===== src/rtl/irq_prio_arbiter.sv =====
module irq_prio_arbiter #(
  parameter int NUM_IRQ   = 8,
  parameter int PRIO_BITS = 4,
  parameter int ADDR_W    = 8,
  localparam int ID_W     = (NUM_IRQ > 1) ? $clog2(NUM_IRQ) : 1,
  localparam int PAD      = 8 - PRIO_BITS
) (
  input  logic               clk,
  input  logic               rst_n,
  input  logic [NUM_IRQ-1:0] pend,
  input  logic [NUM_IRQ-1:0] en,
  input  logic [7:0]         cur_prio,
  input  logic               cfg_we,
  input  logic               cfg_is_grp,
  input  logic [ADDR_W-1:0]  cfg_addr,
  input  logic [7:0]         cfg_wdata,
  output logic [7:0]         cfg_rdata,
  output logic               win_valid,
  output logic [ID_W-1:0]    win_id,
  output logic [7:0]         win_level,
  output logic               preempt_req
);

  logic [PRIO_BITS-1:0] prio_q [NUM_IRQ];
  logic [7:0]           full   [NUM_IRQ];
  logic [2:0]           grp_q;
  logic [7:0]           pmask;
  logic [7:0]           rd_prio;
  logic                 found;
  logic [ID_W-1:0]      best_id;
  logic [7:0]           best_p;
  logic [7:0]           lvl;
  logic                 armed;

  for (genvar i = 0; i < NUM_IRQ; i++) begin : g_widen
    assign full[i] = 8'(prio_q[i]) << PAD;
  end

  always_ff @(posedge clk or negedge rst_n) begin
    if (!rst_n) begin
      grp_q <= '0;
      for (int i = 0; i < NUM_IRQ; i++) prio_q[i] <= '0;
    end else if (cfg_we) begin
      if (cfg_is_grp) grp_q <= cfg_wdata[2:0];
      else
        for (int i = 0; i < NUM_IRQ; i++)
          if (cfg_addr == ADDR_W'(i)) prio_q[i] <= cfg_wdata[7 -: PRIO_BITS];
    end
  end

  always_comb begin
    rd_prio = '0;
    for (int i = 0; i < NUM_IRQ; i++)
      if (cfg_addr == ADDR_W'(i)) rd_prio = full[i];
  end

  assign cfg_rdata = cfg_is_grp ? {5'b0, grp_q} : rd_prio;

  always_comb begin
    for (int b = 0; b < 8; b++) pmask[b] = (b > int'(grp_q));
  end

  always_comb begin
    found   = 1'b0;
    best_id = '0;
    best_p  = 8'hFF;
    for (int i = 0; i < NUM_IRQ; i++) begin
      if (pend[i] && en[i] && (!found || full[i] < best_p)) begin
        found   = 1'b1;
        best_id = ID_W'(i);
        best_p  = full[i];
      end
    end
  end

  assign lvl = best_p & pmask;

  always_ff @(posedge clk or negedge rst_n) begin
    if (!rst_n) begin
      win_valid   <= 1'b0;
      win_id      <= '0;
      win_level   <= '0;
      preempt_req <= 1'b0;
      armed       <= 1'b0;
    end else begin
      win_valid   <= found;
      win_id      <= best_id;
      win_level   <= found ? lvl : 8'h00;
      preempt_req <= found && (lvl < (cur_prio & pmask));
      armed       <= 1'b1;
    end
  end

  p_valid_r4: assert property (@(posedge clk) disable iff (!rst_n)
    armed |-> (win_valid == $past(|(pend & en))));

  p_winner_live_r10: assert property (@(posedge clk) disable iff (!rst_n)
    (armed && win_valid) |-> ((($past(pend & en)) >> win_id) & NUM_IRQ'(1)) != '0);

  p_pre_needs_valid_r7: assert property (@(posedge clk) disable iff (!rst_n)
    preempt_req |-> win_valid);

  p_no_pre_grp7_r8: assert property (@(posedge clk) disable iff (!rst_n)
    (armed && grp_q == 3'd7 && $past(grp_q) == 3'd7) |-> !preempt_req);

  p_level_sub_zero_r6: assert property (@(posedge clk) disable iff (!rst_n)
    (armed && $stable(grp_q)) |-> ((win_level & ~pmask) == 8'h00));

  if (PAD > 0) begin : g_pad_chk
    p_rd_pad_zero_r2: assert property (@(posedge clk) disable iff (!rst_n)
      !cfg_is_grp |-> (cfg_rdata[PAD-1:0] == '0));
  end

  p_grp_rd_upper_r3: assert property (@(posedge clk) disable iff (!rst_n)
    cfg_is_grp |-> (cfg_rdata[7:3] == 5'b0));

endmodule


===== config.mk =====
export PLATFORM = sky130hd
export DESIGN_NAME = irq_prio_arbiter
export DESIGN_NICKNAME = d
export VERILOG_FILES = /design/src/rtl/irq_prio_arbiter.sv
export SDC_FILE = /design/constraint.sdc
export NUM_CORES = 1
export LEC_CHECK = 0
export BUFFER_PORTS_ARGS = -buffer_cell sky130_fd_sc_hd__buf_2
export CAP_MARGIN = 40
export CORE_ASPECT_RATIO = 0.7
export CORE_MARGIN = 4
export CORE_UTILIZATION = 40
export DETAILED_ROUTE_END_ITERATION = 12
export PLACE_DENSITY = 0.59
export SYNTH_ARGS = -nofsm -noshare
export SYNTH_HDL_FRONTEND = slang
export SYNTH_SLANG_ARGS = --single-unit
export TNS_END_PERCENT = 30

===== constraint.sdc =====
create_clock -name clk -period 20.2 [get_ports clk]
set_clock_uncertainty 0.1 [all_clocks]
set_input_delay 0 -clock clk [delete_from_list [all_inputs] [get_ports clk]]
set_output_delay 0 -clock clk [all_outputs]
set_load 0.05 [all_outputs]

==> metrics.json <==
{
  "outcome": {
    "run_status": "finished, final reports clean"
  },
  "power": {
    "leakage_nw": 2.03,
    "worst_ir_drop_vdd_v": 0.0000405,
    "power_per_cell_area_nw_per_um2": 66.5
  },
  "placed_design": {
    "place_congestion": 0.829,
    "dp_hpwl_mm": 7.33,
    "place.detailed.instances": 564,
    "io_buffers": 60,
    "place_ws_ps": 8110
  },
  "final_layout": {
    "drive_above_1_share_pct": 27.5,
    "fill_cells": 814,
    "area_growth_syn_to_layout_pct": 18.7,
    "antennaDiodeCount": 0,
    "post_layout_nonfiller_instances": 581,
    "nNetsFinal": 528
  },
  "yosys": {
    "synth_edf_count": 0,
    "synth_async_sr_flop_share_pct": 100,
    "yosys_warnings": 0,
    "ys_top_cells_by_area": "sky130_fd_sc_hd__dfrtp_1, sky130_fd_sc_hd__mux2_2, sky130_fd_sc_hd__ha_1",
    "syn_area_per_cell_um2": 9.20,
    "synth_largest_type_area_fraction_pct": 32.9,
    "synth.largest_area_cell": "sky130_fd_sc_hd__dfrtp_1",
    "ys_seq_elements": 47,
    "synth.cell_area_um2": 3580,
    "post_synth_num_cell_types": 60,
    "ys_seq_area_share_pct": 32.9,
    "post_synth_inst_count": 389,
    "synth_flop_cell": "sky130_fd_sc_hd__dfrtp_1"
  },
  "drt": {
    "wl_met1_mm": 5.08,
    "drt.antenna.violating_nets": 0,
    "top_layer": "met4",
    "drt-total-wl_mm": 9.44,
    "route.detailed.wl_per_inst_um": 16.2,
    "num_vias": 3224,
    "wl_met2_mm": 3.58,
    "first_pass_iters": 5,
    "drt_iter0_markers": 258,
    "drt-vias-per-instance": 5.55,
    "met3RoutedLength_um": 700,
    "detail_route.drc_violations": 0
  },
  "timing": {
    "hold_violations": 0,
    "worstMarginPinSlew_ps": 717,
    "final_max_slew_viol_count": 0,
    "minimum_period_implied_by_the_final_worst_setup_slack_ps": 12240,
    "fmax_ghz": 0.0817,
    "grt_setup_unrepaired": "false",
    "relSlewSlack_pct": 52.1,
    "setup_viol": 0,
    "timing.final.crit_share_pct": 60.6,
    "fin_setup_tns_ps": 0,
    "finalWorstSetupSlack_ps": 7960
  },
  "clock_network": {
    "worst_skew_pair.late_latency_ps": 300,
    "cts_repair_resize_count": 0,
    "ctsRootBufferMaster": "sky130_fd_sc_hd__clkbuf_16",
    "tritoncts": "yes",
    "htree_num_levels": 2,
    "clkTransAtPathRegs_ps": 70,
    "clk_path_buf_depth": 2,
    "cts_inserted_buffers": 5,
    "clock_sink_count": 47
  },
  "global_routing": {
    "total_grt_overflow": 0,
    "grt_start_max_net_pins": 48,
    "grt_pass1_wl_mm": 15.5,
    "grt_pass1_vias": 3011,
    "grt_use_total_pct": 18.7,
    "initial_antenna_violation_count": 0
  },
  "die": {
    "die_area_um2": 10500,
    "initial_utilization_pct": 41.7,
    "core_box_area_um2": 8580,
    "vert_die_dim_um": 87.1,
    "die_width_um": 121,
    "design.portCount": 65,
    "placement_rows": 28
  },
  "min_path": {
    "hold_path_class": "in2reg",
    "timing.hold.worst.start": "en[7]"
  },
  "worst_setup_path": {
    "worst_setup_path_category": "reg2reg",
    "crit-reg2reg-launch": "full[61]",
    "critical_path.startpoint_type": "flip-flop",
    "timing.critical_path.required_ps": 20300,
    "timing.critical_path.slowest_cell_delay_ps": 620,
    "critical_path.max_fanout": 11,
    "critical_path.slowest_cell": "sky130_fd_sc_hd__nor2b_1",
    "worst_setup_path_end_kind": "flip-flop",
    "cp.arrival_ps": 12340,
    "crit_path_start": "full[61]"
  },
  "flow_run": {
    "maxCapViolations": 0
  }
}
-- power by group --
| group | internal (mW) | switching [mW] |
|---|---|---|
| Combinational | 0.0330 | 0.0556 |
| Sequential | 0.101 | 0.00593 |
| Clock | 0.0473 | 0.0402 |
-- cell families (layout without fill, tap and decap cells) --
logic type | count (synthesis) | count (layout) | synth area share [%]
compound gates | 108 | 108 | 20.8
buf+inv | 36 | 104 | 3.99
fa+ha+maj | 25 | 25 | 8.67
simple gates | 125 | 125 | 17.6
mux | 47 | 47 | 15.9
other cells | 1 | 5 | 0.105
flops | 47 | 47 | 32.9
-- path summary, 6_finish.rpt --
kind / end / slack, ps / cells past startpoint
worst max-delay path: preempt_req / 7960 / 61
worst min-delay path: win_valid / 50 / 3
worst max register to register: preempt_req / 7960 / 61
worst min register to register: full[60] / 450 / 1
max in group asynchronous: full[31] / 19350 / 3
min in group asynchronous: win_id[1] / 220 / 3
-- placed cells by master, fill, tap and decap left out, types with 6 or more instances in the layout --
cell / instances
sky130_fd_sc_hd__buf_2: 60
sky130_fd_sc_hd__dfrtp_1: 47
sky130_fd_sc_hd__nand2_1: 41
sky130_fd_sc_hd__mux2_2: 39
sky130_fd_sc_hd__o21ai_0: 33
sky130_fd_sc_hd__inv_1: 26
sky130_fd_sc_hd__ha_1: 24
sky130_fd_sc_hd__a21oi_1: 22
sky130_fd_sc_hd__nor2_1: 21
sky130_fd_sc_hd__and2_1: 9
sky130_fd_sc_hd__nor3_1: 9
sky130_fd_sc_hd__dlygate4sd3_1: 9
sky130_fd_sc_hd__nand3_1: 8
sky130_fd_sc_hd__nand2b_1: 7
sky130_fd_sc_hd__nor2b_1: 7
sky130_fd_sc_hd__a21o_1: 6
sky130_fd_sc_hd__nand4_1: 6
-- Yosys cell counts, types with 3 or more instances --
cell and number:
sky130_fd_sc_hd__dfrtp_1 47, sky130_fd_sc_hd__nand2_1 41, sky130_fd_sc_hd__mux2_2 39, sky130_fd_sc_hd__o21ai_0 33, sky130_fd_sc_hd__inv_1 26, sky130_fd_sc_hd__ha_1 24, sky130_fd_sc_hd__a21oi_1 22, sky130_fd_sc_hd__nor2_1 21
sky130_fd_sc_hd__and2_1 9, sky130_fd_sc_hd__nor3_1 9, sky130_fd_sc_hd__nand3_1 8, sky130_fd_sc_hd__clkbuf_1 7, sky130_fd_sc_hd__nand2b_1 7, sky130_fd_sc_hd__nor2b_1 7, sky130_fd_sc_hd__a21o_1 6, sky130_fd_sc_hd__nand4_1 6
sky130_fd_sc_hd__or2_2 5, sky130_fd_sc_hd__mux4_2 4, sky130_fd_sc_hd__a211o_1 3, sky130_fd_sc_hd__a311oi_1 3, sky130_fd_sc_hd__a31oi_1 3, sky130_fd_sc_hd__and3_1 3, sky130_fd_sc_hd__mux2i_1 3, sky130_fd_sc_hd__o21a_1 3
sky130_fd_sc_hd__o311a_1 3
-- state kept, by name, indices dropped and copies added (netlist names) --
| name | flops |
|---|---|
| full | 32 |
| preempt_req | 1 |
| win_valid | 1 |
| grp_q | 3 |
| win_level | 7 |
| win_id | 3 |
-- repair_timing --
action                    4_1_cts  5_1_grt
buffers inserted                0        0
hold endpoints to repair       83        0
hold buffers                    9        0
-- metal layers --
metal,vias up,GRT usage [%]
li1,1573,-
met4,0,4.01
met3,8,2.86
met2,110,25.1
met1,1533,31.0
met5,-,0
-- worst max-delay path: cells and delay by family (launching register included) --
family	cells	cell delay, ps
buf+inv	4	260
flops	1	430
fa+ha+maj	9	2130
simple gates	17	2860
mux	3	990
compound gates	28	5370
-- stage by stage --
step	power [mW]	cell area (um2)	utilization [%]	hold slack, ps
6_report	0.283	4250	49.5	52.1
3_3_place_gp	0.194	4010	46.7	48.3
2_1_floorplan	0.172	3590	-	-396
4_1_cts	0.285	4250	49.5	44.1
3_5_place_dp	0.195	4010	46.7	44.7
5_1_grt	0.300	4250	49.5	78.0
-- layout make-up --
cell class | instances | area, um2 | area share (%)
repair buffers | 70 | 398 | 9.36
inverters | 26 | 97.6 | 2.30
clock buffers | 5 | 125 | 2.94
multi-input cells | 310 | 2270 | 53.5
clock inverters | 3 | 27.5 | 0.648
flip-flops and latches | 47 | 1180 | 27.7
well taps | 120 | 150 | 3.53
Note: power is estimated with default switching activity, not from simulation.
